**src/rtl/hpt_pkg.sv**
```systemverilog
package hpt_pkg;

    localparam int VPN_W        = 64;
    localparam int HASH_W       = 39;
    localparam int PAGE_BASE    = 12;
    localparam int SEGBITS_S    = 28;
    localparam int SEGBITS_L    = 40;
    localparam int SUB_S        = SEGBITS_S - PAGE_BASE;
    localparam int SUB_L        = SEGBITS_L - PAGE_BASE;
    localparam int FOLD_L       = 25;

    typedef enum logic [1:0] {
        PG_SMALL = 2'd0,
        PG_MID   = 2'd1,
        PG_BIG   = 2'd2,
        PG_BAD   = 2'd3
    } pcode_e;

    typedef struct packed {
        logic [VPN_W-1:0]  vpn;
        logic [HASH_W-1:0] hash;
        logic [HASH_W-1:0] pri;
        logic [HASH_W-1:0] sec;
    } idx_result_t;

    function automatic pcode_e page_code(input int unsigned ps,
                                         input int unsigned a,
                                         input int unsigned b,
                                         input int unsigned c);
        if (ps == a)      return PG_SMALL;
        else if (ps == b) return PG_MID;
        else if (ps == c) return PG_BIG;
        return PG_BAD;
    endfunction

endpackage

```
**src/rtl/hpt_vpn_build.sv**
```systemverilog
module hpt_vpn_build
    import hpt_pkg::*;
#(
    parameter int VSID_W = 37,
    parameter int EA_W   = 64
) (
    input  logic [VSID_W-1:0] vsid,
    input  logic [EA_W-1:0]   ea,
    input  logic              seg_1t,
    output logic [VPN_W-1:0]  vpn
);
    localparam int PAD = VPN_W - VSID_W;

    logic [VPN_W-1:0] vsid_wide;
    logic [VPN_W-1:0] page_s;
    logic [VPN_W-1:0] page_l;

    assign vsid_wide = {{PAD{1'b0}}, vsid};
    assign page_s    = {{(VPN_W-SUB_S){1'b0}}, ea[PAGE_BASE +: SUB_S]};
    assign page_l    = {{(VPN_W-SUB_L){1'b0}}, ea[PAGE_BASE +: SUB_L]};

    always_comb begin
        if (seg_1t) vpn = (vsid_wide << SUB_L) | page_l;
        else        vpn = (vsid_wide << SUB_S) | page_s;
    end
endmodule

```
**src/rtl/hpt_hash_core.sv**
```systemverilog
module hpt_hash_core
    import hpt_pkg::*;
#(
    parameter int PS_SMALL = 12,
    parameter int PS_MID   = 16,
    parameter int PS_BIG   = 24
) (
    input  logic [VPN_W-1:0]  vpn,
    input  logic              seg_1t,
    input  pcode_e            pcode,
    output logic [HASH_W-1:0] hash
);
    localparam int SH_A   = PS_SMALL - PAGE_BASE;
    localparam int SH_B   = PS_MID   - PAGE_BASE;
    localparam int SH_C   = PS_BIG   - PAGE_BASE;
    localparam int TOP_L  = VPN_W - SUB_L;

    logic [SUB_S-1:0]  pidx_s;
    logic [SUB_L-1:0]  pidx_l;
    logic [HASH_W-1:0] seg_s;
    logic [HASH_W-1:0] seg_l;
    logic [HASH_W-1:0] fold_l;

    always_comb begin
        case (pcode)
            PG_MID:  begin pidx_s = vpn[SUB_S-1:0] >> SH_B; pidx_l = vpn[SUB_L-1:0] >> SH_B; end
            PG_BIG:  begin pidx_s = vpn[SUB_S-1:0] >> SH_C; pidx_l = vpn[SUB_L-1:0] >> SH_C; end
            default: begin pidx_s = vpn[SUB_S-1:0] >> SH_A; pidx_l = vpn[SUB_L-1:0] >> SH_A; end
        endcase
    end

    assign seg_s  = vpn[SUB_S +: HASH_W];
    assign seg_l  = {{(HASH_W-TOP_L){1'b0}}, vpn[VPN_W-1:SUB_L]};
    assign fold_l = seg_l ^ (seg_l << FOLD_L);

    always_comb begin
        if (seg_1t) hash = fold_l ^ {{(HASH_W-SUB_L){1'b0}}, pidx_l};
        else        hash = seg_s  ^ {{(HASH_W-SUB_S){1'b0}}, pidx_s};
    end
endmodule

```
**src/rtl/hpt_group_sel.sv**
```systemverilog
module hpt_group_sel
    import hpt_pkg::*;
(
    input  logic [HASH_W-1:0] hash,
    input  logic [HASH_W-1:0] mask,
    output logic [HASH_W-1:0] grp_pri,
    output logic [HASH_W-1:0] grp_sec
);
    assign grp_pri = hash & mask;
    assign grp_sec = ~hash & mask;
endmodule

```
**src/rtl/hpt_index_gen.sv**
```systemverilog
module hpt_index_gen
    import hpt_pkg::*;
#(
    parameter int VSID_W   = 37,
    parameter int EA_W     = 64,
    parameter int PS_W     = 6,
    parameter int PS_SMALL = 12,
    parameter int PS_MID   = 16,
    parameter int PS_BIG   = 24
) (
    input  logic              clk,
    input  logic              rst,
    input  logic              in_valid,
    input  logic [VSID_W-1:0] in_vsid,
    input  logic [EA_W-1:0]   in_ea,
    input  logic              in_seg_1t,
    input  logic [PS_W-1:0]   in_pshift,
    input  logic [HASH_W-1:0] in_mask,
    output logic              out_valid,
    output logic              out_err,
    output logic [VPN_W-1:0]  out_vpn,
    output logic [HASH_W-1:0] out_hash,
    output logic [HASH_W-1:0] out_grp_pri,
    output logic [HASH_W-1:0] out_grp_sec
);
    pcode_e       pcode;
    logic         shift_ok;
    idx_result_t  nxt;
    idx_result_t  res_q;

    assign pcode    = page_code(int'(in_pshift), PS_SMALL, PS_MID, PS_BIG);
    assign shift_ok = (pcode != PG_BAD);

    hpt_vpn_build #(.VSID_W(VSID_W), .EA_W(EA_W)) vpn_i (
        .vsid   (in_vsid),
        .ea     (in_ea),
        .seg_1t (in_seg_1t),
        .vpn    (nxt.vpn)
    );

    hpt_hash_core #(.PS_SMALL(PS_SMALL), .PS_MID(PS_MID), .PS_BIG(PS_BIG)) hash_i (
        .vpn    (nxt.vpn),
        .seg_1t (in_seg_1t),
        .pcode  (pcode),
        .hash   (nxt.hash)
    );

    hpt_group_sel grp_i (
        .hash    (nxt.hash),
        .mask    (in_mask),
        .grp_pri (nxt.pri),
        .grp_sec (nxt.sec)
    );

    always_ff @(posedge clk) begin
        if (rst) begin
            out_valid <= 1'b0;
            out_err   <= 1'b0;
            res_q     <= '0;
        end else begin
            out_valid <= in_valid & shift_ok;
            out_err   <= in_valid & ~shift_ok;
            if (in_valid) res_q <= nxt;
        end
    end

    assign out_vpn     = res_q.vpn;
    assign out_hash    = res_q.hash;
    assign out_grp_pri = res_q.pri;
    assign out_grp_sec = res_q.sec;

    AST_STROBE_EXCL: assert property (@(posedge clk) disable iff (rst)
        !(out_valid && out_err));

    AST_ONE_CYCLE: assert property (@(posedge clk) disable iff (rst)
        !$past(rst) |-> ((out_valid || out_err) == $past(in_valid)));

    AST_BAD_SHIFT_ONLY: assert property (@(posedge clk) disable iff (rst)
        out_err |-> ($past(in_pshift) != PS_W'(PS_SMALL) &&
                     $past(in_pshift) != PS_W'(PS_MID) &&
                     $past(in_pshift) != PS_W'(PS_BIG)));

    AST_GROUP_SPLIT: assert property (@(posedge clk) disable iff (rst)
        out_valid |-> ((out_grp_pri | out_grp_sec) == $past(in_mask) &&
                       (out_grp_pri & out_grp_sec) == '0));

    AST_IDLE_HOLD: assert property (@(posedge clk) disable iff (rst)
        (!$past(rst) && !$past(in_valid)) |-> ($stable(out_hash) && $stable(out_vpn)));
endmodule

```
**config.mk**
```make
export PLATFORM = sky130hd
export DESIGN_NAME = hpt_index_gen
export DESIGN_NICKNAME = d
export VERILOG_FILES = /design/src/rtl/hpt_pkg.sv /design/src/rtl/hpt_vpn_build.sv /design/src/rtl/hpt_hash_core.sv /design/src/rtl/hpt_group_sel.sv /design/src/rtl/hpt_index_gen.sv
export SDC_FILE = /design/constraint.sdc
export NUM_CORES = 1
export LEC_CHECK = 0
export CORE_UTILIZATION = 45
export DETAILED_ROUTE_END_ITERATION = 10
export HOLD_SLACK_MARGIN = 0.05
export PLACE_DENSITY = 0.81
export SLEW_MARGIN = 30
export SYNTH_ARGS = -nofsm -noshare
export SYNTH_HDL_FRONTEND = slang
export SYNTH_SLANG_ARGS = --single-unit
```
**constraint.sdc**
```tcl
create_clock -name clk -period 2 [get_ports clk]
set_input_delay 0.2 -clock clk [delete_from_list [all_inputs] [get_ports clk]]
set_output_delay 0.2 -clock clk [all_outputs]
set_load 0.005 [all_outputs]
```
==> run summary <==
Clock Tree Buf Depth - 2
# fillers - 1544
outcome - finished, final reports clean
initial antenna violation count - 1
Synth area leader - dfxtp_1
DRT Wirelength - 33.9 mm
Syn Inst Count - 1027
CTS tree - done
RSZ-0062 raised after global routing - no
Slowest-stage cell, CP - clkdlybuf4s50_1
Synth top area share - 0.404
global-route wire length before repair - 50.7 mm
vias per cell - 5.92
RD Place Congestion - 0.899
GRT Total Usage - 0.324
die height - 144 um
number of global-route vias before repair - 9096
Detailed Route Iter0 Violations - 627
Worst-Margin Slew - 0.665 ns
Top-Level Pins - 333
period utilization - 0.953
clock buffer count from CTS - 17
post-synthesis async set-or-reset flop share - 0
hold slack - 0.0636 ns
slew margin rel. - 0.557
Clk pin slew, worst setup/hold paths - 0.08 ns
clk sink count - 183
R2R cell count - 2
P_leak - 5.27 nW
Post-Syn Nets - 1177
WL/cell - 20.6 um
Die W - 144 um
Reg-to-Reg Start - out_grp_pri[13]
min-delay src - rst
detailed placement HPWL - 24.9 mm
netlist area before placement - 9060 um2
Max Clk Rate - 0.525 GHz
DRT antenna net count - 0
Max Slew Vio Count - 0
first drt pass iteration count - 5
Data arrival, critical path - 2.30 ns
most frequent cells after synthesis - 183 x dfxtp_1, 100 x nor2_1, 71 x nand2_1
CP Launch Point - in_pshift[4]
Initial Utilization - 0.463
PortBufs - 296
worst hold stages - 2
Final Hold Vio Count - 0
Hold Path Class - primary input to flop
Startpoint Class - primary input
via count - 9740
min Tclk post-route - 1.91 ns
crit-path most repeated cell - buf_4
Seq/Total Area, Yosys - 0.404
num rows - 51
CP peak stage delay - 0.53 ns
Hold Buf Count CTS - 0
Crit Path Category - primary input to flop
dpl cell area - 13000 um2
share of cells above drive strength 1 - 0.149
largest net degree at the start of global routing - 122
total grt overflow - 0
DRC violations left - 0
Layout area overhead - 50.4%
worst-case vdd ir drop - 0.000563 V
fin nets - 1518
root buffer cell - clkbuf_16
Avg Synthesized Cell Area - 8.83 um2
clock latency on the worst-skew pair - 0.44 ns
PwrDens - 685 nW/um2
CP Cell Sequence - clkdlybuf4s50_1, buf_4, nand2b_2, buf_4, o2111a_1, a221oi_1, buf_4, a41o_1
post-synth cell types - 57
Ys Warns - 0
CP Max Fanout - 8
synthesized flop and latch total - 183
CP Capture Type - flop
die area - 20700 um2
WHS Endpoint - out_vpn[11]
final-report setup violation count - 0
dominant cells by area after synthesis - dfxtp_1 40%, mux2i_1 5.5%, a211oi_1 4.5%
Post-synth EDFFs - 0
R2R Setup Slk - 1.07 ns
core area - 19600 um2
H-tree levels - 4
cell area after layout - 13600 um2
required time worst endpoint - 2.39 ns
Reg-to-Reg End - out_grp_pri[13]
MaxCap Viol Count - 0
most frequent cell after synthesis - dfxtp_1
Worst Skew - 0 ns
top_reg_cell synth - dfxtp_1
-- final cells by class --
type,count,area [um2],share of cell area
clock inverters,14,164,0.0120
repair buffers,414,4020,0.295
well taps,265,332,0.0243
diodes,1,2.50,0.000183
multi-input cells,722,4910,0.360
flip-flops and latches,183,3660,0.269
inverters,30,113,0.00826
clock buffers,17,425,0.0312
-- layer usage --
metal	vias to the layer above	share of wire	global-route usage
met5	-	0	0
li1	4540	-	-
met3	87	0.087	0.0810
met1	4612	0.41	0.396
met4	0	0.040	0.163
met2	501	0.47	0.527
-- worst max-delay path, delay by kind of cell --
kind	cells	cell delay [ns]
buffers and inverters	4	1.15
AND/OR/NAND/NOR	1	0.18
AO/OA/AOI/OAI	3	0.77
-- through the flow --
step                 util  setup WS (ns)  TNS, ns  power (mW)  instances
finish              0.696         0.0943        0        9.34       1646
global route        0.696         0.0165        0        9.69       1646
CTS                 0.696         0.0952        0        9.37       1645
detailed placement  0.666         -0.452   -16.81        6.00       1614
global placement    0.666         -0.415   -13.32        5.96       1614
floorplan               -          0.197        0        4.81       1027
-- cells in the final DEF, fill, tap and decap left out, drive strengths merged, types with 6 or more instances in the layout --
cell type / count
a2111oi: 10
a211oi: 54
a21bo: 11
a21boi: 8
a21oi: 56
a221oi: 8
a22oi: 15
a311o: 15
a311oi: 9
a31oi: 9
a41o: 12
and3: 37
and4: 8
buf: 121
clkbuf: 17
clkdlybuf4s50: 293
dfxtp: 183
inv: 35
mux2: 6
mux2i: 50
nand2: 71
nand2b: 22
nand3: 20
nand3b: 12
nand4: 17
nor2: 101
nor2b: 9
nor3: 22
nor3b: 8
nor4b: 6
o21ai: 34
o311ai: 21
o32ai: 9
or3: 7
or3b: 6
or4: 6
-- power by group --
part           switching [mW]  leakage, nW  total, mW  internal [mW]
clock network            1.62        0.281       3.39           1.77
registers               0.120         1.51       3.98           3.86
logic                   0.940         3.49       1.97           1.03
total                    2.68         5.27       9.34           6.66
-- cell families after synthesis --
family,Yosys count,share of synthesized area
AOI/OAI and AO/OA,300,0.264
and+or+nand+nor,366,0.214
DFF,183,0.404
buffers and inverters,122,0.0553
muxes,56,0.0627
-- how the worst max path moves through the flow --
| stage | slack [ns] | cells after the start | end |
|---|---|---|---|
| finish | 0.09 | 8 | out_grp_sec[19] |
| global route | 0.02 | 8 | out_hash[19] |
| CTS | 0.1 | 7 | out_grp_sec[19] |
| detailed placement | -0.45 | 7 | out_grp_sec[19] |
| global placement | -0.41 | 7 | out_grp_sec[19] |
| floorplan | 0.20 | 7 | out_grp_sec[12] |
-- registers in the layout, indices dropped and copies added, names as in the netlist --
| signal | cells |
|---|---|
| out_hash | 39 |
| out_err | 1 |
| out_valid | 1 |
| out_grp_sec | 39 |
| out_vpn | 64 |
| out_grp_pri | 39 |
-- what timing repair did --
item	4_1_cts	5_1_grt
buffers inserted	0	0
endpoints found under the setup margin	1	0
resized for setup	1	0
Note: power is estimated with default switching activity, not from simulation.
